$ cat config.mk
export PLATFORM = sky130hd
export DESIGN_NAME = edge_capture_pair
export DESIGN_NICKNAME = d
export VERILOG_FILES = /design/src/rtl/edge_cap_pkg.sv /design/src/rtl/edge_cap_rst_sync.sv /design/src/rtl/edge_cap_sync.sv /design/src/rtl/edge_cap_detect.sv /design/src/rtl/edge_cap_channel.sv /design/src/rtl/edge_capture_pair.sv
export SDC_FILE = /design/constraint.sdc
export NUM_CORES = 1
export LEC_CHECK = 0
export BUFFER_PORTS_ARGS = -buffer_cell sky130_fd_sc_hd__buf_2
export CAP_MARGIN = 20
export CORE_MARGIN = 2
export CORE_UTILIZATION = 40
export CTS_CLUSTER_SIZE = 14
export DETAILED_ROUTE_END_ITERATION = 16
export HOLD_SLACK_MARGIN = 0.1
export PLACE_DENSITY = 0.77
export SYNTH_ARGS = -nofsm -noshare
export SYNTH_HDL_FRONTEND = slang
export SYNTH_HIERARCHICAL = 1
export SYNTH_SLANG_ARGS = --single-unit
$ cat constraint.sdc
create_clock -name clk -period 2.6 [get_ports clk]
set_clock_uncertainty 0.1 [all_clocks]
set_input_delay 0.13 -clock clk [delete_from_list [all_inputs] [get_ports clk]]
set_output_delay 0.13 -clock clk [all_outputs]
set_load 0.01 [all_outputs]
$ cat src/rtl/edge_cap_pkg.sv
package edge_cap_pkg;
  localparam int MODE_W = 2;

  // bit 0 qualifies low-to-high, bit 1 qualifies high-to-low
  typedef enum logic [MODE_W-1:0] {
    CAP_OFF  = 2'd0,
    CAP_RISE = 2'd1,
    CAP_FALL = 2'd2,
    CAP_ANY  = 2'd3
  } cap_mode_e;
endpackage

$ cat src/rtl/edge_cap_rst_sync.sv
module edge_cap_rst_sync #(
  parameter int STAGES = 2
) (
  input  logic clk,
  input  logic rst_n,
  output logic rst_n_sync
);
  logic [STAGES-1:0] chain_q;
  logic [STAGES-1:0] chain_d;

  always_comb begin
    chain_d = {chain_q[STAGES-2:0], 1'b1};
  end

  always_ff @(posedge clk or negedge rst_n) begin
    if (!rst_n) chain_q <= '0;
    else        chain_q <= chain_d;
  end

  assign rst_n_sync = chain_q[STAGES-1];
endmodule

$ cat src/rtl/edge_cap_sync.sv
module edge_cap_sync #(
  parameter int STAGES = 2
) (
  input  logic clk,
  input  logic rst_n,
  input  logic d_i,
  output logic q_o
);
  logic [STAGES-1:0] sh_q;
  logic [STAGES-1:0] sh_d;

  always_comb begin
    sh_d = {sh_q[STAGES-2:0], d_i};
  end

  always_ff @(posedge clk or negedge rst_n) begin
    if (!rst_n) sh_q <= '0;
    else        sh_q <= sh_d;
  end

  assign q_o = sh_q[STAGES-1];
endmodule

$ cat src/rtl/edge_cap_detect.sv
module edge_cap_detect
  import edge_cap_pkg::*;
(
  input  logic      clk,
  input  logic      rst_n,
  input  logic      smp_i,
  input  cap_mode_e mode_i,
  output logic      hit_o
);
  logic prev_q;
  logic prev_d;
  logic rise;
  logic fall;

  always_comb begin
    prev_d = smp_i;
    rise   = smp_i & ~prev_q;
    fall   = ~smp_i & prev_q;
    hit_o  = (rise & mode_i[0]) | (fall & mode_i[1]);
  end

  always_ff @(posedge clk or negedge rst_n) begin
    if (!rst_n) prev_q <= 1'b0;
    else        prev_q <= prev_d;
  end
endmodule

$ cat src/rtl/edge_cap_channel.sv
module edge_cap_channel #(
  parameter int CW = 16
) (
  input  logic          clk,
  input  logic          rst_n,
  input  logic          hit_i,
  input  logic [CW-1:0] count_i,
  input  logic          clr_i,
  input  logic          irq_en_i,
  output logic [CW-1:0] value_o,
  output logic          flag_o,
  output logic          irq_o
);
  logic [CW-1:0] value_q;
  logic [CW-1:0] value_d;
  logic          value_en;
  logic          flag_q;
  logic          flag_d;
  logic          flag_en;

  always_comb begin
    value_en = hit_i;
    value_d  = count_i;
    // a capture wins over a simultaneous clear
    flag_en  = hit_i | clr_i;
    flag_d   = hit_i;
  end

  always_ff @(posedge clk or negedge rst_n) begin
    if (!rst_n)        value_q <= '0;
    else if (value_en) value_q <= value_d;
  end

  always_ff @(posedge clk or negedge rst_n) begin
    if (!rst_n)       flag_q <= 1'b0;
    else if (flag_en) flag_q <= flag_d;
  end

  assign value_o = value_q;
  assign flag_o  = flag_q;
  assign irq_o   = flag_q & irq_en_i;
endmodule

$ cat src/rtl/edge_capture_pair.sv
module edge_capture_pair
  import edge_cap_pkg::*;
#(
  parameter int NCH      = 2,
  parameter int CW       = 16,
  parameter int SYNC_LEN = 2
) (
  input  logic                  clk,
  input  logic                  rst_n,
  input  logic [NCH-1:0]        pin_i,
  input  logic [CW-1:0]         count_i,
  input  logic [MODE_W*NCH-1:0] mode_word_i,
  input  logic [NCH-1:0]        irq_en_i,
  input  logic [NCH-1:0]        flag_clr_i,
  output logic [NCH*CW-1:0]     cap_val_o,
  output logic [NCH-1:0]        flag_o,
  output logic [NCH-1:0]        irq_o
);
  logic rst_n_int;

  edge_cap_rst_sync #(.STAGES(2)) u_rst_sync (
    .clk        (clk),
    .rst_n      (rst_n),
    .rst_n_sync (rst_n_int)
  );

  for (genvar c = 0; c < NCH; c++) begin : g_ch
    logic      pin_s;
    logic      hit;
    cap_mode_e mode;

    assign mode = cap_mode_e'(mode_word_i[c*MODE_W +: MODE_W]);

    edge_cap_sync #(.STAGES(SYNC_LEN)) u_sync (
      .clk   (clk),
      .rst_n (rst_n_int),
      .d_i   (pin_i[c]),
      .q_o   (pin_s)
    );

    edge_cap_detect u_det (
      .clk    (clk),
      .rst_n  (rst_n_int),
      .smp_i  (pin_s),
      .mode_i (mode),
      .hit_o  (hit)
    );

    edge_cap_channel #(.CW(CW)) u_chan (
      .clk      (clk),
      .rst_n    (rst_n_int),
      .hit_i    (hit),
      .count_i  (count_i),
      .clr_i    (flag_clr_i[c]),
      .irq_en_i (irq_en_i[c]),
      .value_o  (cap_val_o[c*CW +: CW]),
      .flag_o   (flag_o[c]),
      .irq_o    (irq_o[c])
    );
  end
endmodule

==> run summary <==
vias in the first global route: 1146
Mapped Area: 1620 sq um
Worst Setup End Kind: flip-flop
CP Class: reg2reg
simple-gate share of the synthesized area: 2.16%
synth unique cells: 12
core area: 3940 sq um
min cycle time layout: 1.75 ns
most frequent cells in the layout: buf_2, dfrtp_1, dlygate4sd3_1
fmax: 572 MHz
sequential fraction of the synthesis area: 64.8%
final setup violation count: 0
Initial Utilization: 41.2%
drt drc: 0
CP cell instances: o21ai_2 > buf_4 > mux2_4
via count: 1061
Ant. Diodes: 0
leak pwr: 1.14 nW
crit path DAT: 1.81 ns
largest net degree at the start of global routing: 41
worst min path class: reg2reg
CTS tree: yes
pre-CTS setup slack: 0.832 ns
worst-case clock buffer depth: 2
slew at the pin closest to its max-slew limit: 0.821 ns
clk slew on worst S/H paths: 0.07 ns
Routed wire per std cell: 14.3 um
Critical Path Source Type: flip-flop
Boundary Pins: 64
Synth Area in Compound Gates: 2.16%
Critical Path Fanout Max: 9
synthesized instance count: 91
Post-Synth XOR/XNOR Area: 0%
initial antenna violation count: 0
Final TNS setup: 0 ns
post-synthesis mux area share: 26.4%
clock root buffer master: clkbuf_8
num rows: 23
max cap viols: 0
Clock Latency Late Sink: 0.28 ns
post-synthesis register bit count: 42
die width: 67.7 um
Pre-antenna DRT Iters: 2
cell area power density: 744 nW/um^2
first-pass GRT wire length: 5290 um
area of the die: 4580 sq um
Post-Synth Adder-Cell Area: 0%
final core utilization: 58.1%
fraction of layout cells with a size suffix above 1: 59.9%
maximum VDD drop: 0.449 mV
Total GRT Usage: 16.1%
Total Power: 1.70 mW
Max-slew headroom: 45.3%
nets@finish: 209
CP Data Required Time: 2.66 ns
commonest non-fill, non-tap cell in the layout: buf_2
routed wire length: 3330 um
Remaining Overflow, GRT: 0
CP max-delay cell: o21ai_2
Pins Over Slew Limit: 0
status: finished, final reports clean
crit-path max cell delay: 0.48 ns
cts bufs inserted: 5
largest family of logic cells by synthesized area: multiplexers
vias per cell: 4.57
setup repair after global routing missed its margin: no
syn avg cell area: 17.8 sq um
initial detailed-routing violation count: 38
CTS HTree Levels: 2
fin worst setup slack: 0.851 ns
CTS resizes: 0
Detail Route Antenna Nets: 0
syn nets: 119
Cell Area, Placed: 1950 sq um
gpl congestion: 0.666
fin crit share: 67.3%
CTS Sinks: 42
final HPWL from detailed placement: 2290 um
Hold Fails Final Rpt: 0
IO buf count: 63
post-route cell area: 2290 sq um
synthesis-to-layout area growth: 41.2%
die height: 67.7 um
synth warn: 6
## layer usage
layer  vias up  wire length (um)  track usage (%)
li1        489                 -                -
met1       521              1390             18.0
met2        49              1700             29.2
met3         2               228             5.67
met4         0                 8             3.83
met5         -                 0                0
## metrics by stage
stage,hold slack (ns),instances
after CTS,0.256,232
final,0.259,232
after global placement,-0.185,202
after global routing,0.268,232
after floorplan,-0.266,91
after detailed placement,-0.185,202
## cell families after synthesis
kind of cell | Yosys count
flip-flops | 42
multiplexers | 32
AND/OR/NAND/NOR | 6
buffers and inverters | 6
AO/OA/AOI/OAI | 4
other | 1
## area by class of cell
class,instances,area [sq um]
Clock inverter,1,30.0
Timing Repair Buffer,87,551
Clock buffer,7,86.3
Sequential cell,42,1050
Multi-Input combinational cell,43,502
Fill cell,328,1650
Tap cell,50,62.6
Inverter,2,7.51
## flip-flops by register name, indices dropped and copies added (netlist names)
| register | count |
|---|---|
| g_ch.u_chan/flag_o | 2 |
| g_ch.u_sync/sh_q | 4 |
| g_ch.u_chan/value_o | 32 |
| g_ch.u_det/prev_q | 2 |
| u_rst_sync/chain_q | 2 |
## path summary, 6_finish.rpt
| kind | slack, ns | endpoint | start | cells past startpoint |
|---|---|---|---|---|
| min in group asynchronous | 0.27 | g_ch[1].u_chan/value_o[11] | u_rst_sync/chain_q[1] | 0 |
| setup / recovery | 0.85 | g_ch[1].u_chan/value_o[12] | g_ch[1].u_sync/sh_q[1] | 3 |
| hold / removal | 0.26 | g_ch[1].u_sync/sh_q[1] | g_ch[1].u_sync/sh_q[0] | 0 |
| setup reg to reg | 0.85 | g_ch[1].u_chan/value_o[12] | g_ch[1].u_sync/sh_q[1] | 3 |
| max in group asynchronous | 1.60 | g_ch[1].u_sync/sh_q[1] | u_rst_sync/chain_q[1] | 0 |
| hold reg to reg | 0.26 | g_ch[1].u_sync/sh_q[1] | g_ch[1].u_sync/sh_q[0] | 0 |
## worst max-delay path: cells and delay by family (launching register included)
kind | cells | cell delay, ns
buffers and inverters | 1 | 0.32
AO/OA/AOI/OAI | 1 | 0.48
multiplexers | 1 | 0.32
flip-flops | 1 | 0.40
## power by group
group	total (mW)	switching (mW)	internal [mW]
combinational	0.366	0.149	0.217
sequential	0.825	0.0688	0.756
clock	0.514	0.201	0.313
## Yosys cell counts
cell type  count  share of area (%)
inv_1          2               0.46
buf_12         2                2.5
mux2_4        18                 17
and2_1         2               0.77
buf_6          2                1.4
conb_1         1               0.23
dfrtp_1       42                 65
mux2_2        14                9.7
nand3b_1       2               0.92
nand2_1        2               0.46
o21ai_2        2                1.1
a21o_2         2                1.1
## what timing repair did
action | in CTS | in global routing
buffers inserted | 0 | 0
setup endpoints to repair | 0 | 0
endpoints found under the hold margin | 38 | 0
hold buffers | 22 | 0
(Power assumes the default switching activity.)
